==> config.mk <==
export PLATFORM = sky130hd
export DESIGN_NAME = adc_result_regs
export DESIGN_NICKNAME = d
export VERILOG_FILES = /design/src/rtl/adc_rd_pkg.sv /design/src/rtl/adc_addr_decode.sv /design/src/rtl/adc_result_hold.sv /design/src/rtl/adc_seq_ctrl.sv /design/src/rtl/adc_result_regs.sv
export SDC_FILE = /design/constraint.sdc
export NUM_CORES = 1
export LEC_CHECK = 0
export BUFFER_PORTS_ARGS = -buffer_cell sky130_fd_sc_hd__buf_2
export CAP_MARGIN = 15
export CORE_UTILIZATION = 40
export DETAILED_ROUTE_END_ITERATION = 6
export HOLD_SLACK_MARGIN = 0.15
export PLACE_DENSITY = 0.68
export SYNTH_ARGS = -nofsm -noshare
export SYNTH_HDL_FRONTEND = slang
export SYNTH_SLANG_ARGS = --single-unit
==> constraint.sdc <==
create_clock -name clk -period 2.5 [get_ports clk]
set_clock_uncertainty 0.2 [all_clocks]
set_input_delay 0.25 -clock clk [delete_from_list [all_inputs] [get_ports clk]]
set_output_delay 0.25 -clock clk [all_outputs]
set_load 0.01 [all_outputs]
==> src/rtl/adc_rd_pkg.sv <==
package adc_rd_pkg;
  localparam int unsigned NARROW_LO_OFS = 32'h303;
  localparam int unsigned WIDE_LO_OFS   = 32'h304;
  localparam int unsigned WORD_W        = 16;
  localparam int unsigned BYTE_W        = 8;

  typedef enum logic [1:0] {
    SEL_NONE = 2'd0,
    SEL_LO   = 2'd1,
    SEL_HI   = 2'd2,
    SEL_WORD = 2'd3
  } rd_sel_e;
endpackage

==> src/rtl/adc_addr_decode.sv <==
module adc_addr_decode
  import adc_rd_pkg::*;
#(
  parameter int ADDR_W = 10
) (
  input  logic              wide_map,
  input  logic              rd_en,
  input  logic              rd_word,
  input  logic [ADDR_W-1:0] rd_addr,
  output rd_sel_e           sel,
  output logic              hi_side
);
  localparam logic [ADDR_W-1:0] LO_N = ADDR_W'(NARROW_LO_OFS);
  localparam logic [ADDR_W-1:0] LO_W = ADDR_W'(WIDE_LO_OFS);

  logic [ADDR_W-1:0] lo_ofs, hi_ofs;

  always_comb begin
    lo_ofs = wide_map ? LO_W : LO_N;
    hi_ofs = lo_ofs + ADDR_W'(1);
    sel    = SEL_NONE;
    if (rd_en) begin
      if (rd_word) begin
        if (rd_addr == lo_ofs) sel = SEL_WORD;
      end else if (rd_addr == lo_ofs) begin
        sel = SEL_LO;
      end else if (rd_addr == hi_ofs) begin
        sel = SEL_HI;
      end
    end
    hi_side = (sel == SEL_HI) || (sel == SEL_WORD);
  end
endmodule

==> src/rtl/adc_result_hold.sv <==
module adc_result_hold
  import adc_rd_pkg::*;
#(
  parameter int RES_W = 12
) (
  input  logic              clk,
  input  logic              rst,
  input  logic              cnv_done,
  input  logic [RES_W-1:0]  cnv_data,
  input  logic              hi_side,
  input  logic              irq_en,
  output logic [WORD_W-1:0] result,
  output logic              done_flag,
  output logic              irq
);
  logic [WORD_W-1:0] ext;
  logic              done_n;

  generate
    if (RES_W < WORD_W) begin : g_sext
      assign ext = {{(WORD_W-RES_W){cnv_data[RES_W-1]}}, cnv_data};
    end else begin : g_full
      assign ext = cnv_data[WORD_W-1:0];
    end
  endgenerate

  always_comb begin
    if (cnv_done)     done_n = 1'b1;
    else if (hi_side) done_n = 1'b0;
    else              done_n = done_flag;
  end

  always_ff @(posedge clk) begin
    if (rst) begin
      result    <= '0;
      done_flag <= 1'b0;
      irq       <= 1'b0;
    end else begin
      if (cnv_done) result <= ext;
      done_flag <= done_n;
      irq       <= done_n & irq_en;
    end
  end

  assert_done_set_R6: assert property (@(posedge clk) disable iff (rst)
    cnv_done |=> done_flag);
  assert_done_clear_R7: assert property (@(posedge clk) disable iff (rst)
    (hi_side && !cnv_done) |=> !done_flag);
  assert_irq_drop_R8: assert property (@(posedge clk) disable iff (rst)
    (hi_side && !cnv_done) |=> !irq);
  assert_irq_raise_R8: assert property (@(posedge clk) disable iff (rst)
    (cnv_done && irq_en) |=> irq);
endmodule

==> src/rtl/adc_seq_ctrl.sv <==
module adc_seq_ctrl #(
  parameter int CH_W = 4
) (
  input  logic            clk,
  input  logic            rst,
  input  logic            hi_side,
  input  logic            auto_inc,
  input  logic            auto_trig,
  output logic [CH_W-1:0] channel,
  output logic            cnv_start
);
  always_ff @(posedge clk) begin
    if (rst) begin
      channel   <= '0;
      cnv_start <= 1'b0;
    end else begin
      if (hi_side && auto_inc) channel <= channel + CH_W'(1);
      cnv_start <= hi_side && auto_trig;
    end
  end

  assert_ch_step_R9: assert property (@(posedge clk) disable iff (rst)
    (hi_side && auto_inc) |=> channel == $past(channel) + CH_W'(1));
  assert_ch_hold_R9: assert property (@(posedge clk) disable iff (rst)
    !(hi_side && auto_inc) |=> $stable(channel));
  assert_start_cause_R10: assert property (@(posedge clk) disable iff (rst)
    $rose(cnv_start) |-> $past(hi_side && auto_trig));
  assert_start_off_R10: assert property (@(posedge clk) disable iff (rst)
    !(hi_side && auto_trig) |=> !cnv_start);
endmodule

==> src/rtl/adc_result_regs.sv <==
module adc_result_regs
  import adc_rd_pkg::*;
#(
  parameter int ADDR_W = 10,
  parameter int RES_W  = 12,
  parameter int CH_W   = 4
) (
  input  logic              clk,
  input  logic              rst,
  input  logic              wide_map,
  input  logic              rd_en,
  input  logic              rd_word,
  input  logic [ADDR_W-1:0] rd_addr,
  output logic [15:0]       rd_data,
  output logic              rd_valid,
  input  logic              cnv_done,
  input  logic [RES_W-1:0]  cnv_data,
  input  logic              irq_en,
  input  logic              auto_inc,
  input  logic              auto_trig,
  output logic              done_flag,
  output logic              irq,
  output logic [CH_W-1:0]   channel,
  output logic              cnv_start
);
  rd_sel_e           sel;
  logic              hi_side;
  logic [WORD_W-1:0] result;

  adc_addr_decode #(.ADDR_W(ADDR_W)) u_dec (
    .wide_map(wide_map), .rd_en(rd_en), .rd_word(rd_word),
    .rd_addr(rd_addr), .sel(sel), .hi_side(hi_side)
  );

  adc_result_hold #(.RES_W(RES_W)) u_hold (
    .clk(clk), .rst(rst), .cnv_done(cnv_done), .cnv_data(cnv_data),
    .hi_side(hi_side), .irq_en(irq_en), .result(result),
    .done_flag(done_flag), .irq(irq)
  );

  adc_seq_ctrl #(.CH_W(CH_W)) u_seq (
    .clk(clk), .rst(rst), .hi_side(hi_side), .auto_inc(auto_inc),
    .auto_trig(auto_trig), .channel(channel), .cnv_start(cnv_start)
  );

  always_ff @(posedge clk) begin
    if (rst) begin
      rd_valid <= 1'b0;
      rd_data  <= '0;
    end else begin
      rd_valid <= (sel != SEL_NONE);
      unique case (sel)
        SEL_LO:   rd_data <= {8'h00, result[BYTE_W-1:0]};
        SEL_HI:   rd_data <= {8'h00, result[WORD_W-1:BYTE_W]};
        SEL_WORD: rd_data <= result;
        default:  rd_data <= '0;
      endcase
    end
  end

  assert_lo_quiet_R11: assert property (@(posedge clk) disable iff (rst)
    (sel == SEL_LO && !cnv_done) |=> ($stable(done_flag) && !cnv_start));
  assert_narrow_map_R1: assert property (@(posedge clk) disable iff (rst)
    (rd_en && !rd_word && !wide_map && rd_addr == ADDR_W'(12'h303)) |=> rd_valid);
  assert_wide_map_R2: assert property (@(posedge clk) disable iff (rst)
    (rd_en && !rd_word && wide_map && rd_addr == ADDR_W'(12'h305)) |=> rd_valid);
  assert_no_req_R3: assert property (@(posedge clk) disable iff (rst)
    !rd_en |=> !rd_valid);
endmodule

**Word-level counts from Yosys, hierarchy flattened**

Index checks and enable logic that the tools add are counted.

- Output and inout bits: 24
- Input port bits: 31
- Logic and storage cells: 28
- Register bits after elaboration: 36

- Equal/unequal tests: 5
- Reductions and logical operators: 4
- $add $sub $neg: 2
- Mux-type cells: 9
- Bitwise logic cells: 1

Operator list:

| kind | count |
|---|---|
| case mux 16 bit (3 select lines) | 1 |
| equality test 10 bit | 2 |
| adder 10 x 1 -> 10 bit, second input constant | 1 |
| two-way mux 2 bit | 5 |
| adder 4 x 1 -> 4 bit, second input constant | 1 |
| equality test 2 bit, second input constant | 2 |
| two-way mux 3 bit | 1 |
| equality test 2 x 1 -> 1 bit, second input constant | 1 |
| logical AND 1 bit | 2 |
| two-way mux 1 bit | 2 |
| nonzero test 2 bit | 1 |
| AND 1 bit | 1 |
| logical OR 1 bit | 1 |

**Longest topological paths before layout**

Gate-level depths: netlist of the first run.

- Depth in word-level cells: 12
- Gate-level depth with buffers: 5
- Gate-level depth less buffers: 4

**By module**

Synthesis of the first run repeated with hierarchy kept, for this count alone.

- Cells, all modules: 139
- Area, all modules: 1391.3 µm²

By module, submodules not included:

| module | cells an instance | area each (µm²) | times used |
|---|---|---|---|
| adc_result_regs | 55 | 566.8 | 1 |
| adc_result_hold | 50 | 538.0 | 1 |
| adc_seq_ctrl | 21 | 191.4 | 1 |
| adc_addr_decode | 13 | 95.1 | 1 |

**Worst setup path before layout of the first run**

No wires, ideal clock.

- Path type: input-to-reg
- Start: input rd_addr[1]
- End: register u_seq.channel[0]
- Required time: 2.179 ns
- Arrival time: 1.429 ns
- Setup slack: 0.750 ns
- Library setup time: 0.121 ns
- Path buffers: 0
- Stages: 4
- Path through: nand2b_4 a211o_4 a2111oi_4 mux2_4

- Cells in the longest elaborated chain, start to end: 8
- Elaborated cells between the ends (all ways): 11
- Classes of those cells: eq/ne: 4; mux: 5; reduce/logical: 2

RTL lines:

| element | RTL line | text |
|---|---|---|
| start: declaration | adc_result_regs.sv:13 | `input logic [ADDR_W-1:0] rd_addr,` |
| equality test 10 bit | adc_addr_decode.sv:27 | `end else if (rd_addr == hi_ofs) begin` |
| two-way mux 2 bit | adc_addr_decode.sv:27 |  |
| two-way mux 2 bit | adc_addr_decode.sv:25 | `end else if (rd_addr == lo_ofs) begin` |
| two-way mux 2 bit * | adc_addr_decode.sv:23 | `if (rd_word) begin` |
| two-way mux 2 bit * | adc_addr_decode.sv:22 | `if (rd_en) begin` |
| equality test 2 bit | adc_addr_decode.sv:31 | `hi_side = (sel == SEL_HI) \|\| (sel == SEL_WORD);` |
| logical OR 1 bit * | adc_addr_decode.sv:31 |  |
| logical AND 1 bit * | adc_seq_ctrl.sv:17 | `if (hi_side && auto_inc) channel <= channel + CH_W'(1);` |
| end signal: assignment | adc_seq_ctrl.sv:17 |  |
| end: declaration | adc_seq_ctrl.sv:9 | `output logic [CH_W-1:0] channel,` |

Mark *: on every way between the ends. The rest lies on a longest branch, timed or not.
A chain may end at the register's enable or synchronous reset.

**Worst setup path in the final report of the first run**

- Start: input rd_word
- End: register rd_data[0]

- Cells in the longest elaborated chain, start to end: 4
- Elaborated cells between the ends (all ways): 6
- Classes of those cells: eq/ne: 3; mux: 3

RTL lines:

| element | RTL line | text |
|---|---|---|
| start: declaration | adc_result_regs.sv:12 | `input logic rd_word,` |
| two-way mux 2 bit * | adc_addr_decode.sv:23 |  |
| two-way mux 2 bit * | adc_addr_decode.sv:22 |  |
| equality test 2 bit / equality test 2 x 1 -> 1 bit (equally long branches) | adc_result_regs.sv:52 | `unique case (sel)` |
| case mux 16 bit (3 select lines) * | adc_result_regs.sv:52 |  |
| end signal: assignment | adc_result_regs.sv:53 | `SEL_LO: rd_data <= {8'h00, result[BYTE_W-1:0]};` |
| end signal: assignment | adc_result_regs.sv:54 | `SEL_HI: rd_data <= {8'h00, result[WORD_W-1:BYTE_W]};` |
| end signal: assignment | adc_result_regs.sv:55 | `SEL_WORD: rd_data <= result;` |
| end: declaration | adc_result_regs.sv:14 | `output logic [15:0] rd_data,` |

Marks and branches as above.

==> summary.md, run 1 <==
| Metric | Value |
|---|---|
| Top-area cell type share of the netlist area | 0.4710 |
| Floorplan row count | 20 |
| Worst Hold Path EP | u_hold.result[9] |
| Crit-path leading delay family | simple AND/OR/NAND/NOR gates |
| Worst r2r dst | u_seq.channel[3] |
| Worst skew pair latency | 0.33 ns |
| Via count | 1127 |
| Total power | 1.072 mW |
| CTS tree | built |
| Hold/Removal Path Class | input port to flop |
| Reg power frac | 0.494 |
| P_sw | 227.7 µW |
| Overall die width | 60.31 µm |
| Fin. max-slew vios | 0 |
| Root buffer cell | clkbuf_4 |
| Cell area after synthesis | 0.001360 mm² |
| Power Internal | 844.7 µW |
| Power density over cell area | 568.7 mW/mm² |
| Number of global-route vias before repair | 1090 |
| Total Negative Setup Slacks | 0 ns |
| Wire per inst | 12.03 µm |
| Ant diodes | 0 |
| Starting Density | 0.4348 |
| CP Launch Type | input port |
| Unrepaired setup endpoints after global routing | false |
| Final Critical Period | 1.988 ns |
| Hold Crit Depth | 2 |
| Arrival time at the worst endpoint | 2.05 ns |
| Max Cap Viol | 0 |
| Syn nets | 155 |
| Status | complete, no violations |
| Die H | 60.31 µm |
| Flops & latches, synth | 32 |
| Async set or reset register ratio after synthesis | 0 |
| Post-Route WL | 2828 µm |
| Ranking of synthesized cells by area | dfxtp_1 47%, mux2i_1 9.6%, nor2_1 4.7% |
| Final Setup Violations | 0 |
| P_leak | 0.9429 nW |
| Max FO, Critical Path | 7 |
| Ratio of cells with drive above 1 in the final layout | 0.3927 |
| Bufs on Longest Clock Path | 2 |
| CP Cell Sequence | dlygate4sd3_1 > buf_2 > or4_1 > nor3_1 > a22o_1 |
| Antenna Nets Post-Route | 0 |
| Worst-Margin Slew | 0.6192 ns |
| Number of synthesized flops with an enable pin | 0 |
| DIE AREA | 0.003637 mm² |
| Reg2reg path depth | 4 |
| TritonCTS Sinks | 32 |
| Grt total ovfl | 0 |
| Total iterations of the first detailed-routing run | 4 |
| Initial antenna violation count | 0 |
| Peak supply drop | 0.0003704 V |
| Post-CTS Setup Inserts | 0 |
| Final Hold Fails | 0 |
| Area Growth Syn to Fin | 38.64% |
| Critical Path End Type | flop |
| Cell with the most instances after synthesis | dfxtp_1 |
| CP max stage delay | 0.60 ns |
| Post-Syn Instances | 123 |
| Hold Startpoint | rst |
| PostCTS Resize Cnt | 0 |
| Global-route wire length before repair | 4616 µm |
| Comb pwr share | 0.097 |
| IO buf count | 54 |
| Main synth FF type | dfxtp_1 |
| Post-synthesis sequential area ratio | 0.4710 |
| Total CTS buffers | 5 |
| List of most frequent post-synthesis cells | 32 x dfxtp_1, 17 x nor2_1, 13 x mux2i_1 |
| Fin nets | 222 |
| Core ar. | 0.003128 mm² |
| Slowest-stage cell, CP | or4_1 |
| Clock group share of total power | 0.408 |
| Unique masters post-synth | 38 |
| GPL Wtd Cong | 0.7019 |
| Vias per std cell | 4.796 |
| Buf/Inv on CP | 2 |
| Final worst path period share | 0.7951 |
| Number of warnings issued by yosys | 0 |
| Placed wire-length estimate | 1993 µm |
| Post-synth top area cell | dfxtp_1 |
| Net Sw Frac | 0.2123 |
| Kind of critical path | input port to flop |
| Crit path required time | 2.57 ns |
| Reg2Reg Setup Slack | 0.83 ns |
| Reg2reg start | u_seq.channel[0] |
| Initial DRC Count | 22 |
| Max_slew headroom | 0.5841 |
| Achievable Freq | 503.1 MHz |
| # DRC | 0 |
| Largest net degree at the start of global routing | 28 |
| Gr usage total | 0.1802 |
| Synthesized area per cell | 11.06 µm² |
| Worst-path clk slew | 0.10 ns |
| H-tree Lvls | 2 |
| Ports | 55 |
layout make-up:
| class | count | area [µm²] |
|---|---|---|
| clock buffer | 7 | 65.06 |
| clock inverter | 1 | 30.03 |
| fill | 274 | 1242 |
| inverter | 3 | 11.26 |
| multi-input combinational | 78 | 653.1 |
| sequential | 32 | 640.6 |
| tap | 44 | 55.05 |
| timing repair buffer | 70 | 430.4 |
kinds of logic after synthesis:
kind of cell,Yosys count,synth area share
flip-flops,32,0.4710
AND/OR/NAND/NOR,44,0.2162
adder cells (fa/ha/maj),1,0.009198
AO/OA/AOI/OAI,16,0.1251
multiplexers,16,0.1233
XOR/XNOR,1,0.006441
buffers and inverters,13,0.04876
per-layer routing:
metal	track usage	routed length (µm)
met1	0.1960	1177
met2	0.3030	1463
met3	0.07359	136
met4	0.08638	50
met5	0	0
registers in the layout (all words and copies together), names as in the netlist:
| signal | flops |
|---|---|
| u_seq.channel | 4 |
| u_hold.irq | 1 |
| rd_valid | 1 |
| rd_data | 12 |
| u_hold.done_flag | 1 |
| u_seq.cnv_start | 1 |
| u_hold.result | 12 |
worst reg2reg max path, cell delays in order (launching register included):
cell and delay (ns):
dfxtp_1 0.40, and3_1 0.16, nand4_1 0.13, a2111oi_2 0.33
mux2_1 0.35
stage by stage:
| step | std cells | worst slack [ns] | hold slack (ns) | utilization | cell area [µm²] |
|---|---|---|---|---|---|
| detailed placement | 211 | 0.4915 | 0.2453 | 0.5212 | 1630 |
| global placement | 211 | 0.5120 | 0.2334 | 0.5212 | 1630 |
| CTS | 235 | 0.5055 | 0.1667 | 0.6028 | 1886 |
| global route | 235 | 0.4042 | 0.1741 | 0.6028 | 1886 |
| floorplan | 123 | 0.7496 | 0.1687 | - | 1360 |
| finish | 235 | 0.5123 | 0.1725 | 0.6028 | 1886 |
how the worst max path moves through the flow:
stage	start	to	slack [ns]	depth (start not counted)
finish	rd_word	rd_data[0]	0.51	5
global route	rd_word	rd_data[0]	0.40	5
CTS	rd_word	rd_data[0]	0.51	5
detailed placement	rd_addr[5]	rd_data[14]	0.49	5
global placement	rd_addr[3]	rd_data[14]	0.51	5
floorplan	rd_addr[1]	u_seq.channel[0]	0.75	4
placed cells by master (no fill, tap or decap), drive strengths merged, types with 2 or more instances in the layout:
| cell type | n |
|---|---|
| dlygate4sd3 | 16 |
| buf | 54 |
| a2111oi | 4 |
| dfxtp | 32 |
| clkbuf | 7 |
| nand4bb | 2 |
| a22o | 3 |
| a21oi | 2 |
| mux2 | 3 |
| nand2b | 3 |
| nand4 | 2 |
| nor3 | 3 |
| nor2 | 17 |
| inv | 3 |
| a21o | 5 |
| nor2b | 3 |
| and3 | 5 |
| mux2i | 13 |
repair_timing:
item / 4_1_cts / 5_1_grt
hold buffers: 16 / 0
endpoints found under the setup margin: 0 / 0
endpoints found under the hold margin: 19 / 0
power by group through the flow:
stage | Sequential (mW) | Combinational (mW) | Clock [mW]
after floorplan | 0.541 | 0.0487 | 0
after global placement | 0.541 | 0.0826 | 0
after detailed placement | 0.542 | 0.0855 | 0
after CTS | 0.530 | 0.105 | 0.447
after global routing | 0.532 | 0.116 | 0.471
final | 0.530 | 0.104 | 0.438
(Power assumes the default switching activity.)
==> run 2: changes to the inputs <==
--- a/config.mk
+++ b/config.mk
@@ -5,12 +5,13 @@
 export SDC_FILE = /design/constraint.sdc
 export NUM_CORES = 1
 export LEC_CHECK = 0
+export ABC_AREA = 1
 export BUFFER_PORTS_ARGS = -buffer_cell sky130_fd_sc_hd__buf_2
 export CAP_MARGIN = 15
 export CORE_UTILIZATION = 40
 export DETAILED_ROUTE_END_ITERATION = 6
 export HOLD_SLACK_MARGIN = 0.15
-export PLACE_DENSITY = 0.68
+export PLACE_DENSITY = 0.72
 export SYNTH_ARGS = -nofsm -noshare
 export SYNTH_HDL_FRONTEND = slang
 export SYNTH_SLANG_ARGS = --single-unit
==> constraint.sdc (replaced) <==
create_clock -name clk -period 1.65 [get_ports clk]
set_clock_uncertainty 0.2 [all_clocks]
set_input_delay 0.165 -clock clk [delete_from_list [all_inputs] [get_ports clk]]
set_output_delay 0.165 -clock clk [all_outputs]
set_load 0.01 [all_outputs]
==> run 2 against run 1 <==
Effect of this change:
- flip-flop and latch count did not move
- via count increased by 16%
- synthesized area decreased by 6.2%
- sequential share of layout area down 2.2 points
- largest cell class is now flip-flops and latches
- clock power rose by 30%
- the run now ends with negative hold slack left
- final cell count is 26% higher
==> summary.md, run 2 <==
| Metric | Value |
|---|---|
| Initial antenna violation count | 0 |
| CP Launch Type | input port |
| GPL Wtd Cong | 0.8243 |
| Hold slack | -0.02719 ns |
| Core ar. | 0.003028 mm² |
| Failing checks | negative hold slack |
| Via count | 1309 |
| Post-route cell area | 0.002018 mm² |
| Arrival time at the worst endpoint | 1.57 ns |
| Commonest cells after routing, fill and taps aside | 53 x buf_2, 33 x dlygate4sd3_1, 32 x dfxtp_1, 25 x nor2_1, 20 x inv_1 |
| Number of global-route vias before repair | 1246 |
| Largest regs | rd_data x12, u_hold.result x12, u_seq.channel x4 |
| Post-Syn Instances | 161 |
| Ports | 55 |
| Worst Setup Slack, final | 0.06889 ns |
| Starting Density | 0.4215 |
| Commonest non-fill, non-tap cell in the layout | buf_2 |
| Total Negative Setup Slacks | 0 ns |
| CTS tree | built |
| TritonCTS Sinks | 32 |
| Worst Hold Path EP | rd_valid |
| Largest net degree at the start of global routing | 19 |
| Final Setup Violations | 0 |
| Post-synth top area cell | dfxtp_1 |
| Initial DRC Count | 32 |
| Hold Crit Depth | 3 |
| Floorplan row count | 20 |
| Bufs on Longest Clock Path | 2 |
| Total iterations of the first detailed-routing run | 4 |
| Reg2reg start | u_hold.result[1] |
| Overall die width | 58.49 µm |
| Global-route wire length before repair | 4974 µm |
| Final Critical Period | 1.581 ns |
| Main synth FF type | dfxtp_1 |
| IO buf count | 54 |
| Placed wire-length estimate | 1913 µm |
| Cell area after synthesis | 0.001276 mm² |
| Reg2Reg Setup Slack | 0.25 ns |
| Area after DPL | 0.001567 mm² |
| Hold Startpoint | rd_en |
| Fin. max-slew vios | 0 |
| Total CTS buffers | 5 |
| Post-synthesis sequential area ratio | 0.5020 |
| Status | finished with violations |
| Max Cap Viol | 0 |
| Ant diodes | 0 |
| Grt total ovfl | 0 |
| Vias per std cell | 4.422 |
| Final worst path period share | 0.9582 |
| Reg2reg path depth | 3 |
| Unrepaired setup endpoints after global routing | false |
| FF/Latch Area | 640.6 µm² |
| Worst skew pair latency | 0.32 ns |
| Ratio of cells with drive above 1 in the final layout | 0.3214 |
| Worst-Margin Slew | 0.5071 ns |
| Top-area cell type share of the netlist area | 0.5020 |
| Peak supply drop | 0.0007109 V |
| Worst r2r dst | u_hold.result[1] |
| Max_slew headroom | 0.6615 |
| Ranking of synthesized cells by area | dfxtp_1 50%, nor2_1 7.6%, inv_1 5.9% |
| Power density over cell area | 769.8 mW/mm² |
| Fill count | 267 |
| Critical Path End Type | flop |
| Cts hold-fix bufs | 34 |
| Wire per inst | 10.27 µm |
| Gr usage total | 0.1949 |
| # DRC | 0 |
| Number of warnings issued by yosys | 0 |
| Worst-path clk slew | 0.10 ns |
| Post-Route WL | 3041 µm |
| DIE AREA | 0.003421 mm² |
| Cell with the most instances after synthesis | dfxtp_1 |
| P_leak | 1.014 nW |
| Crit path required time | 1.64 ns |
| Die H | 58.49 µm |
| Achievable Freq | 632.5 MHz |
| Fin nets | 283 |
| Async set or reset register ratio after synthesis | 0 |
| Kind of critical path | input port to flop |
| Max FO, Critical Path | 1 |
| Syn nets | 193 |
| H-tree Lvls | 2 |
| Multi-input combinational cell area | 525.5 µm² |
| Post-Place Setup Slack | 0.2035 ns |
| Unique masters post-synth | 24 |
| Area Growth Syn to Fin | 58.14% |
| Final Hold Fails | 1 |
| Number of synthesized flops with an enable pin | 0 |
| Flops & latches, synth | 32 |
| List of most frequent post-synthesis cells | 32 x dfxtp_1, 26 x nor2_1, 20 x inv_1, 20 x nand2_1, 14 x o21ai_0 |
| Root buffer cell | clkbuf_4 |
| Synthesized area per cell | 7.927 µm² |
| Antenna Nets Post-Route | 0 |
| Hold/Removal Path Class | input port to flop |
==> run 2: cell types whose count changed after synthesis, sizes merged, moves of 4 or more <==
| cell | before | now |
|---|---|---|
| a2111oi | 4 | 0 |
| nor2 | 17 | 30 |
| a21oi | 2 | 8 |
| inv | 3 | 22 |
| and3 | 5 | 0 |
| mux2i | 13 | 0 |
| o21ai | 0 | 15 |
| nand2 | 1 | 22 |
| nand3 | 1 | 10 |
| a21o | 5 | 0 |
==> run 2: logic make-up after synthesis <==
logic type / synth area share
adder cells (fa/ha/maj): 0.009802
flip-flops: 0.5020
buffers and inverters: 0.1039
AO/OA/AOI/OAI: 0.1167
AND/OR/NAND/NOR: 0.2676
==> run 2: repair_timing <==
item,CTS,global route
hold endpoints to repair,32,2
buffers inserted,0,2
gates resized for setup,0,6
endpoints found under the setup margin,0,18
==> run 2: final cells by class <==
cell class,instances,share of cell area
Timing Repair Buffer,91,0.3162
Clock inverter,2,0.01736
Sequential cell,32,0.3174
Multi-Input combinational cell,99,0.2604
Inverter,22,0.04092
Tap cell,44,0.02728
Clock buffer,6,0.02046
==> run 2: worst max-delay path by stage <==
stage / slack [ns] / from / cells after the start / to
after floorplan: 0.40 / rd_addr[7] / 8 / u_hold.irq
final: 0.07 / cnv_data[7] / 5 / u_hold.result[7]
after CTS: 0.007 / rd_addr[3] / 9 / rd_data[0]
after detailed placement: 0.20 / rd_addr[3] / 9 / u_seq.channel[2]
after global routing: 0.002 / rd_addr[7] / 9 / rd_data[8]
after global placement: 0.22 / rd_addr[7] / 9 / u_hold.irq
==> run 2: layer usage <==
layer  wire length, µm  vias up  global-route usage
met1              1319      577              0.2058
li1                  -      691                   -
met5                 0        -                   0
met2              1532       37              0.3514
met4                40        0             0.07143
met3               149        4             0.07473
==> run 2: metrics by stage <==
step | util | hold slack [ns] | total power, mW | instances
finish | 0.6665 | -0.02719 | 1.554 | 296
global route | 0.6665 | -0.04494 | 1.622 | 296
CTS | 0.6550 | -0.03146 | 1.552 | 295
detailed placement | 0.5174 | 0.1911 | 0.9395 | 253
global placement | 0.5174 | 0.1955 | 0.9394 | 253
floorplan | - | 0.08055 | 0.8824 | 161
==> run 2: report_power, final <==
group          switching, mW  internal (mW)  leakage [nW]
clock                  0.251          0.318        0.0422
sequential           0.00874          0.795         0.261
combinational         0.0817         0.0995         0.710
==> run 2: critical path: stages <==
cell	delay, ns
dlygate4sd3_1	0.53
buf_2	0.12
o21ai_0	0.14
dlygate4sd3_1	0.58
a21oi_1	0.05
